--- src/rtl/tlb_pkg.sv ---
package tlb_pkg;

    localparam int PERM_W   = 3;
    localparam int PERM_SUP = 2;
    localparam int PERM_RD  = 1;
    localparam int PERM_WR  = 0;

    typedef enum logic [1:0] {
        ST_IDLE      = 2'd0,
        ST_LOOKUP    = 2'd1,
        ST_WALK_WAIT = 2'd2
    } tlb_state_e;

endpackage

--- src/rtl/tlb_store.sv ---
module tlb_store
    import tlb_pkg::*;
#(
    parameter int SETS  = 4,
    parameter int WAYS  = 4,
    parameter int TAG_W = 6,
    parameter int PPN_W = 6,
    localparam int SET_W = $clog2(SETS),
    localparam int WAY_W = $clog2(WAYS)
) (
    input  logic                                      clk,
    input  logic                                      rst_n,
    input  logic                                      flush,
    input  logic                                      wr_en,
    input  logic [SET_W-1:0]                          wr_set,
    input  logic [WAY_W-1:0]                          wr_way,
    input  logic [TAG_W-1:0]                          wr_tag,
    input  logic [PPN_W-1:0]                          wr_ppn,
    input  logic [PERM_W-1:0]                         wr_perm,
    output logic [SETS-1:0][WAYS-1:0]                 valid_o,
    output logic [SETS-1:0][WAYS-1:0][TAG_W-1:0]      tag_o,
    output logic [SETS-1:0][WAYS-1:0][PPN_W-1:0]      ppn_o,
    output logic [SETS-1:0][WAYS-1:0][PERM_W-1:0]     perm_o
);

    for (genvar s = 0; s < SETS; s++) begin : g_set
        for (genvar w = 0; w < WAYS; w++) begin : g_way
            logic sel;
            assign sel = wr_en && !flush &&
                         (wr_set == SET_W'(s)) && (wr_way == WAY_W'(w));

            always_ff @(posedge clk or negedge rst_n) begin
                if (!rst_n) begin
                    valid_o[s][w] <= 1'b0;
                end else if (flush) begin
                    valid_o[s][w] <= 1'b0;
                end else if (sel) begin
                    valid_o[s][w] <= 1'b1;
                end
            end

            always_ff @(posedge clk or negedge rst_n) begin
                if (!rst_n) begin
                    tag_o[s][w]  <= '0;
                    ppn_o[s][w]  <= '0;
                    perm_o[s][w] <= '0;
                end else if (sel) begin
                    tag_o[s][w]  <= wr_tag;
                    ppn_o[s][w]  <= wr_ppn;
                    perm_o[s][w] <= wr_perm;
                end
            end
        end
    end

    p_flush_clears_r9 : assert property (@(posedge clk) disable iff (!rst_n)
        flush |=> (valid_o == '0));

    p_write_sets_valid_r5 : assert property (@(posedge clk) disable iff (!rst_n)
        (wr_en && !flush) |=> valid_o[$past(wr_set)][$past(wr_way)]);

endmodule

--- src/rtl/tlb_match.sv ---
module tlb_match
    import tlb_pkg::*;
#(
    parameter int WAYS  = 4,
    parameter int TAG_W = 6,
    parameter int PPN_W = 6,
    localparam int WAY_W = $clog2(WAYS)
) (
    input  logic                              clk,
    input  logic                              rst_n,
    input  logic [WAYS-1:0]                   valid_i,
    input  logic [WAYS-1:0][TAG_W-1:0]        tag_i,
    input  logic [WAYS-1:0][PPN_W-1:0]        ppn_i,
    input  logic [WAYS-1:0][PERM_W-1:0]       perm_i,
    input  logic [TAG_W-1:0]                  key,
    output logic                              hit,
    output logic [WAY_W-1:0]                  hit_way,
    output logic [PPN_W-1:0]                  hit_ppn,
    output logic [PERM_W-1:0]                 hit_perm
);

    logic [WAYS-1:0] way_oh;

    for (genvar w = 0; w < WAYS; w++) begin : g_cmp
        assign way_oh[w] = valid_i[w] && (tag_i[w] == key);
    end

    assign hit = |way_oh;

    always_comb begin
        hit_way  = '0;
        hit_ppn  = '0;
        hit_perm = '0;
        for (int w = 0; w < WAYS; w++) begin
            if (way_oh[w]) begin
                hit_way  = hit_way | WAY_W'(w);
                hit_ppn  = hit_ppn | ppn_i[w];
                hit_perm = hit_perm | perm_i[w];
            end
        end
    end

    p_single_match_r10 : assert property (@(posedge clk) disable iff (!rst_n)
        $onehot0(way_oh));

endmodule

--- src/rtl/tlb_victim.sv ---
module tlb_victim #(
    parameter int SETS = 4,
    parameter int WAYS = 4,
    localparam int SET_W = $clog2(SETS),
    localparam int WAY_W = $clog2(WAYS)
) (
    input  logic                  clk,
    input  logic                  rst_n,
    input  logic                  alloc,
    input  logic [SET_W-1:0]      alloc_set,
    input  logic [WAYS-1:0]       set_valid,
    output logic [WAY_W-1:0]      victim_way
);

    logic [SETS-1:0][WAY_W-1:0] ptr_q;
    logic                       set_full;
    logic [WAY_W-1:0]           free_way;

    assign set_full = &set_valid;

    always_comb begin
        free_way = '0;
        for (int w = WAYS - 1; w >= 0; w--) begin
            if (!set_valid[w]) begin
                free_way = WAY_W'(w);
            end
        end
    end

    assign victim_way = set_full ? ptr_q[alloc_set] : free_way;

    for (genvar s = 0; s < SETS; s++) begin : g_ptr
        always_ff @(posedge clk or negedge rst_n) begin
            if (!rst_n) begin
                ptr_q[s] <= '0;
            end else if (alloc && set_full && (alloc_set == SET_W'(s))) begin
                ptr_q[s] <= (ptr_q[s] == WAY_W'(WAYS - 1)) ? '0 : ptr_q[s] + 1'b1;
            end
        end
    end

    p_ptr_hold_r8 : assert property (@(posedge clk) disable iff (!rst_n)
        !(alloc && set_full) |=> $stable(ptr_q));

    p_free_first_r7 : assert property (@(posedge clk) disable iff (!rst_n)
        (alloc && !set_full) |-> !set_valid[victim_way]);

endmodule

--- src/rtl/tlb_top.sv ---
module tlb_top
    import tlb_pkg::*;
#(
    parameter int VA_W  = 14,
    parameter int PA_W  = 12,
    parameter int OFF_W = 6,
    parameter int SETS  = 4,
    parameter int WAYS  = 4,
    localparam int VPN_W = VA_W - OFF_W,
    localparam int PPN_W = PA_W - OFF_W,
    localparam int SET_W = $clog2(SETS),
    localparam int TAG_W = VPN_W - SET_W,
    localparam int WAY_W = $clog2(WAYS)
) (
    input  logic                  clk,
    input  logic                  rst_n,
    input  logic                  req_valid,
    output logic                  req_ready,
    input  logic [VA_W-1:0]       req_vaddr,
    output logic                  resp_valid,
    output logic                  resp_hit,
    output logic [PA_W-1:0]       resp_paddr,
    output logic [PERM_W-1:0]     resp_perm,
    output logic                  walk_req,
    output logic [VPN_W-1:0]      walk_vpn,
    input  logic                  fill_valid,
    input  logic [VPN_W-1:0]      fill_vpn,
    input  logic [PPN_W-1:0]      fill_ppn,
    input  logic [PERM_W-1:0]     fill_perm,
    input  logic                  flush_all
);

    tlb_state_e state_q, state_d;
    logic [VA_W-1:0] vaddr_q;
    logic            req_fire;

    logic [SETS-1:0][WAYS-1:0]             st_valid;
    logic [SETS-1:0][WAYS-1:0][TAG_W-1:0]  st_tag;
    logic [SETS-1:0][WAYS-1:0][PPN_W-1:0]  st_ppn;
    logic [SETS-1:0][WAYS-1:0][PERM_W-1:0] st_perm;

    logic [VPN_W-1:0]  lk_vpn;
    logic [SET_W-1:0]  lk_set;
    logic [TAG_W-1:0]  lk_tag;
    logic              lk_hit;
    logic [WAY_W-1:0]  lk_way;
    logic [PPN_W-1:0]  lk_ppn;
    logic [PERM_W-1:0] lk_perm;

    logic [SET_W-1:0]  fl_set;
    logic [TAG_W-1:0]  fl_tag;
    logic              fl_hit;
    logic [WAY_W-1:0]  fl_match_way;
    logic [PPN_W-1:0]  fl_unused_ppn;
    logic [PERM_W-1:0] fl_unused_perm;
    logic [WAY_W-1:0]  fl_victim;
    logic [WAY_W-1:0]  fl_way;
    logic              fl_go;

    assign lk_vpn = vaddr_q[VA_W-1:OFF_W];
    assign lk_set = lk_vpn[SET_W-1:0];
    assign lk_tag = lk_vpn[VPN_W-1:SET_W];

    assign fl_set = fill_vpn[SET_W-1:0];
    assign fl_tag = fill_vpn[VPN_W-1:SET_W];
    assign fl_go  = fill_valid && !flush_all;
    assign fl_way = fl_hit ? fl_match_way : fl_victim;

    tlb_store #(
        .SETS  (SETS),
        .WAYS  (WAYS),
        .TAG_W (TAG_W),
        .PPN_W (PPN_W)
    ) u_store (
        .clk     (clk),
        .rst_n   (rst_n),
        .flush   (flush_all),
        .wr_en   (fill_valid),
        .wr_set  (fl_set),
        .wr_way  (fl_way),
        .wr_tag  (fl_tag),
        .wr_ppn  (fill_ppn),
        .wr_perm (fill_perm),
        .valid_o (st_valid),
        .tag_o   (st_tag),
        .ppn_o   (st_ppn),
        .perm_o  (st_perm)
    );

    tlb_match #(
        .WAYS  (WAYS),
        .TAG_W (TAG_W),
        .PPN_W (PPN_W)
    ) u_lookup (
        .clk      (clk),
        .rst_n    (rst_n),
        .valid_i  (st_valid[lk_set]),
        .tag_i    (st_tag[lk_set]),
        .ppn_i    (st_ppn[lk_set]),
        .perm_i   (st_perm[lk_set]),
        .key      (lk_tag),
        .hit      (lk_hit),
        .hit_way  (lk_way),
        .hit_ppn  (lk_ppn),
        .hit_perm (lk_perm)
    );

    tlb_match #(
        .WAYS  (WAYS),
        .TAG_W (TAG_W),
        .PPN_W (PPN_W)
    ) u_fill_probe (
        .clk      (clk),
        .rst_n    (rst_n),
        .valid_i  (st_valid[fl_set]),
        .tag_i    (st_tag[fl_set]),
        .ppn_i    (st_ppn[fl_set]),
        .perm_i   (st_perm[fl_set]),
        .key      (fl_tag),
        .hit      (fl_hit),
        .hit_way  (fl_match_way),
        .hit_ppn  (fl_unused_ppn),
        .hit_perm (fl_unused_perm)
    );

    tlb_victim #(
        .SETS (SETS),
        .WAYS (WAYS)
    ) u_victim (
        .clk        (clk),
        .rst_n      (rst_n),
        .alloc      (fl_go && !fl_hit),
        .alloc_set  (fl_set),
        .set_valid  (st_valid[fl_set]),
        .victim_way (fl_victim)
    );

    always_comb begin
        req_ready = 1'b0;
        if (!flush_all) begin
            unique case (state_q)
                ST_IDLE:      req_ready = 1'b1;
                ST_LOOKUP:    req_ready = lk_hit;
                ST_WALK_WAIT: req_ready = 1'b0;
                default:      req_ready = 1'b0;
            endcase
        end
    end

    assign req_fire = req_valid && req_ready;

    always_comb begin
        state_d = state_q;
        unique case (state_q)
            ST_IDLE: begin
                if (req_fire) state_d = ST_LOOKUP;
            end
            ST_LOOKUP: begin
                if (!lk_hit)       state_d = ST_WALK_WAIT;
                else if (req_fire) state_d = ST_LOOKUP;
                else               state_d = ST_IDLE;
            end
            ST_WALK_WAIT: begin
                if (fill_valid) state_d = ST_IDLE;
            end
            default: state_d = ST_IDLE;
        endcase
        if (flush_all) state_d = ST_IDLE;
    end

    always_ff @(posedge clk or negedge rst_n) begin
        if (!rst_n) begin
            state_q <= ST_IDLE;
            vaddr_q <= '0;
        end else begin
            state_q <= state_d;
            if (req_fire) vaddr_q <= req_vaddr;
        end
    end

    always_comb begin
        resp_valid = 1'b0;
        resp_hit   = 1'b0;
        resp_paddr = '0;
        resp_perm  = '0;
        walk_req   = 1'b0;
        walk_vpn   = '0;
        unique case (state_q)
            ST_IDLE: ;
            ST_LOOKUP: begin
                resp_valid = 1'b1;
                resp_hit   = lk_hit;
                if (lk_hit) begin
                    resp_paddr = {lk_ppn, vaddr_q[OFF_W-1:0]};
                    resp_perm  = lk_perm;
                end
            end
            ST_WALK_WAIT: begin
                walk_req = 1'b1;
                walk_vpn = lk_vpn;
            end
            default: ;
        endcase
    end

    p_resp_follows_req_r3 : assert property (@(posedge clk) disable iff (!rst_n)
        (req_valid && req_ready && !flush_all) |=> resp_valid);

    p_walk_hold_r4 : assert property (@(posedge clk) disable iff (!rst_n)
        (walk_req && !fill_valid && !flush_all) |=> (walk_req && $stable(walk_vpn)));

    p_miss_to_walk_r4 : assert property (@(posedge clk) disable iff (!rst_n)
        (resp_valid && !resp_hit && !flush_all) |=> walk_req);

    p_fill_done_r5 : assert property (@(posedge clk) disable iff (!rst_n)
        (walk_req && fill_valid) |=> (state_q == ST_IDLE));

    p_flush_idle_r9 : assert property (@(posedge clk) disable iff (!rst_n)
        flush_all |=> (!resp_valid && !walk_req));

    p_lookup_way_ok_r10 : assert property (@(posedge clk) disable iff (!rst_n)
        resp_hit |-> st_valid[lk_set][lk_way]);

endmodule

--- config.mk ---
export PLATFORM = sky130hd
export DESIGN_NAME = tlb_top
export DESIGN_NICKNAME = d
export VERILOG_FILES = /design/src/rtl/tlb_pkg.sv /design/src/rtl/tlb_store.sv /design/src/rtl/tlb_match.sv /design/src/rtl/tlb_victim.sv /design/src/rtl/tlb_top.sv
export SDC_FILE = /design/constraint.sdc
export NUM_CORES = 1
export LEC_CHECK = 0
export BUFFER_PORTS_ARGS = -buffer_cell sky130_fd_sc_hd__buf_2
export CAP_MARGIN = 20
export CORE_ASPECT_RATIO = 1.4
export CORE_MARGIN = 10
export CORE_UTILIZATION = 52
export CTS_BUF_LIST = sky130_fd_sc_hd__clkbuf_2
export CTS_CLUSTER_SIZE = 40
export DETAILED_ROUTE_END_ITERATION = 12
export PLACE_DENSITY = 0.69
export SETUP_SLACK_MARGIN = 0.4
export SLEW_MARGIN = 10
export SYNTH_ARGS = -nofsm -noshare
export SYNTH_HDL_FRONTEND = slang
export SYNTH_SLANG_ARGS = --single-unit
--- constraint.sdc ---
create_clock -name clk -period 4.05 [get_ports clk]
set_input_delay 0.2025 -clock clk [delete_from_list [all_inputs] [get_ports clk]]
set_output_delay 0.2025 -clock clk [all_outputs]
set_load 0.01 [all_outputs]
==> reports/metrics.csv <==
stage;metric;value;unit
detailed_routing;vias;9278;
global_route;grt_pass1_wl;58100;um
global_route;grt_use_total;21.6;%
synthesis;ys_warn_count;0;
synthesis;synthMuxAreaShare;35.1;%
synthesis;synth.distinct_cells;55;
layout;final_layout_size_suffix_gt1_share;31.0;%
die;rows;71;
layout;fillerInstances;2113;
detailed_routing;firstDrtPassIters;5;
timing;drv_slew;0;
critical_path;cpPeakStageDelay;0.55;ns
synthesis;synth_simple_gate_area_share;5.06;%
synthesis;synthCells;1002;
clock_network;h-tree-depth;3;
pwr;p_leak;7.87;nW
critical_path;cp_slowest_cell;dfrtp_4;
timing;finalSetupViolCount;0;
critical_path;crit_top_cell;buf_4;
die;die_h;217;um
timing;worst_pin_slew;1.10;ns
die;start_util;53.0;%
synthesis;seq_area_frac_synth;48.8;%
critical_path;worst-path-buf-inv;4;
layout;final_cell_mix;dfrtp_1, mux2_1, clkbuf_2;
detailed_routing;wirelength;37300;um
die;dieWidth;160;um
timing;skew;0.0790;ns
layout;final_cells;1566;
detailed_routing;drc;0;
detailed_routing;drt-initial-drc-count;454;
global_route;grt_max_degree;98;
synthesis;synth_top_family_by_area;multiplexers;
critical_path;r2r_end;u_store.ppn_o[16];
placement;place_area;15200;um^2
synthesis;synthArstFlopShare;100;%
placement;io_buffers;62;
detailed_routing;drtAntennaViolNets;0;
placement;routabilityCongestion;0.835;
run_status;outcome;finished clean;
placement;place_hpwl;23300;um
critical_path;regToRegSetupSlack;0.87;ns
pwr;total_power;6.56;mW
clock_network;clock_path_buffers;3;
critical_path;reg2reg_from;u_store.tag_o[4];
detailed_routing;wl_per_cell;23.8;um
critical_path;criticalPathCategory;flip-flop to primary output;
die;pin_count;63;
detailed_routing;routed_via_density;5.92;
timing;fin_setup_tns;0;ns
layout;syn2layout_area_growth;15.1;%
job;drv_cap;0;
synthesis;synth_compound_area_share;3.89;%
timing;timing.fmax;270;MHz
timing;rsz0062_at_grt;yes;
timing;period_share;91.5;%
critical_path;critPathArrivalTime;3.50;ns
synthesis;synthesis.nets;1042;
critical_path;worstPathCellList;buf_4, mux4_2, xor2_1, nor4_1, nand4_1, buf_4, o21ai_2, o31ai_2, buf_6, a21oi_2, buf_2;
critical_path;path_delay_family;buffers and inverters;
layout;final_nets;1196;
critical_path;reg2regPathDepth;8;
timing;period_needed;3.71;ns
critical_path;crit_fanout;16;
synthesis;ys_ff_latch;280;
die;die_area;34800;um^2
critical_path;crit_required;3.85;ns
clock_network;cts.sinks;280;
die;coreArea;27100;um^2
synthesis;synth_fa_ha_area_share;0.348;%
clock_network;numCtsBuffers;72;
pwr;peakVddDrop;0.000264;V
clock_network;worstSkewPairLatency;0.92;ns
global_route;overflow;0;
layout;design_area;16500;um^2
synthesis;synth-xor-area-share;3.23;%
placement;dp.cells;1389;
synthesis;synth-main-ff-cell;dfrtp_1;
synthesis;synth.avg_cell_area;14.3;um^2
synthesis;synth_area;14400;um^2
global_route;grt_pass1_vias;9923;
critical_path;critPathLaunch;vaddr_q[6];
timing;hold_violations;0;
clock_network;clockRootBuffer;clkbuf_2;
min_path;hold_class;input pin to flip-flop;
critical_path;end_kind;primary output;
layout;final_common_cell;dfrtp_1;
clock_network;clkTransAtPathRegs;0.10;ns
critical_path;worstSetupEndpoint;resp_paddr[9];
timing;max-slew-margin-rel;26.4;%
critical_path;crit_cells;11;
clock_network;cts_tree;done;
critical_path;cp-start-kind;flip-flop;
synthesis;synth-edff-count;0;
global_route;antenna_found_initial;2;
pwr;p_per_area;397;nW/um^2
## sequential cells by signal (all words and copies together), names as in the netlist
| name | flops |
|---|---|
| state_q | 2 |
| u_store.perm_o | 48 |
| u_store.ppn_o | 96 |
| u_store.tag_o | 96 |
| u_store.valid_o | 16 |
| u_victim.ptr_q | 8 |
| vaddr_q | 14 |
## synthesized netlist by cell type, drive strengths merged, types with 5 or more instances
cell,count,area (um^2)
and2,10,62.6
nor4,6,37.5
inv,21,78.8
mux2,266,3000
mux4,79,1780
mux2i,27,270
a21oi,19,95.1
nand2,23,88.8
o21ai,13,65.1
xor2,13,114
xnor2,40,350
nor2,19,71.3
nor2b,16,100
buf,46,303
a21o,7,52.6
clkbuf,35,131
nand4,10,62.6
nor3,5,25.0
nand2b,5,31.3
a22oi,9,67.6
nand3,7,60.1
dfrtp,280,7010
## routing by layer
metal	wire length [um]	vias to the layer above	track usage [%]
met5	0	-	0
met2	19400	274	37.4
met3	2020	72	4.46
li1	-	4058	-
met1	14700	4874	25.7
met4	1120	0	8.96
## metrics by stage
stage	utilization (%)	setup slack, ns	hold WS (ns)
detailed placement	56.1	0.423	0.366
floorplan	-	0.981	-0.0931
finish	61.0	0.343	0.0941
global route	61.0	0.209	0.0400
CTS	60.9	0.298	0.0179
global placement	56.1	0.448	0.365
## cell families (layout without fill, tap and decap cells)
group	after synthesis	after routing
xor gates and xnor gates	53	53
other	0	2
AOI/OAI and AO/OA	72	72
muxes	372	372
and+or+nand+nor	118	118
DFF	280	280
adders and majority gates	4	4
buffers and inverters	103	300
## report_power, final
group | internal (mW) | leakage (nW) | switching [mW] | total (mW)
registers | 3.10 | 3.72 | 0.244 | 3.34
clock network | 0.772 | 0.469 | 1.14 | 1.91
logic | 0.711 | 3.68 | 0.594 | 1.30
## area by class of cell
cell class | count | area, um^2 | share of cell area [%]
diodes | 2 | 5.00 | 0.0303
multi-input cells | 619 | 6950 | 42.0
clock buffers | 98 | 490 | 2.97
flip-flops and latches | 280 | 7010 | 42.4
well taps | 365 | 457 | 2.76
clock inverters | 19 | 128 | 0.772
inverters | 22 | 82.6 | 0.499
repair buffers | 161 | 1410 | 8.52
## worst register-to-register path: cells and delay by family, from the launching register on
kind,cells,cell delay (ns)
and+or+nand+nor,3,1.01
muxes,2,0.84
DFF,1,0.42
AOI/OAI and AO/OA,1,0.31
xor gates and xnor gates,1,0.26
buffers and inverters,1,0.17
## how the worst min path moves through the flow
stage	startpoint	slack [ns]	end	cells past startpoint
floorplan	rst_n	-0.09	state_q[0]	0
global placement	rst_n	0.37	u_store.tag_o[85]	1
detailed placement	rst_n	0.37	u_victim.ptr_q[6]	1
CTS	req_vaddr[10]	0.02	vaddr_q[10]	3
global route	req_vaddr[12]	0.04	vaddr_q[12]	3
finish	req_vaddr[9]	0.09	vaddr_q[9]	3
## timing repair
| item | 4_1_cts | 5_1_grt |
|---|---|---|
| gates cloned | 1 | 0 |
| setup endpoints to repair | 17 | 17 |
| setup buffers | 20 | 2 |
| hold endpoints to repair | 389 | 0 |
| resized for setup | 22 | 4 |
| hold buffers | 35 | 0 |
| pin swaps | 6 | 3 |
Note: power is estimated with default switching activity, not from simulation.
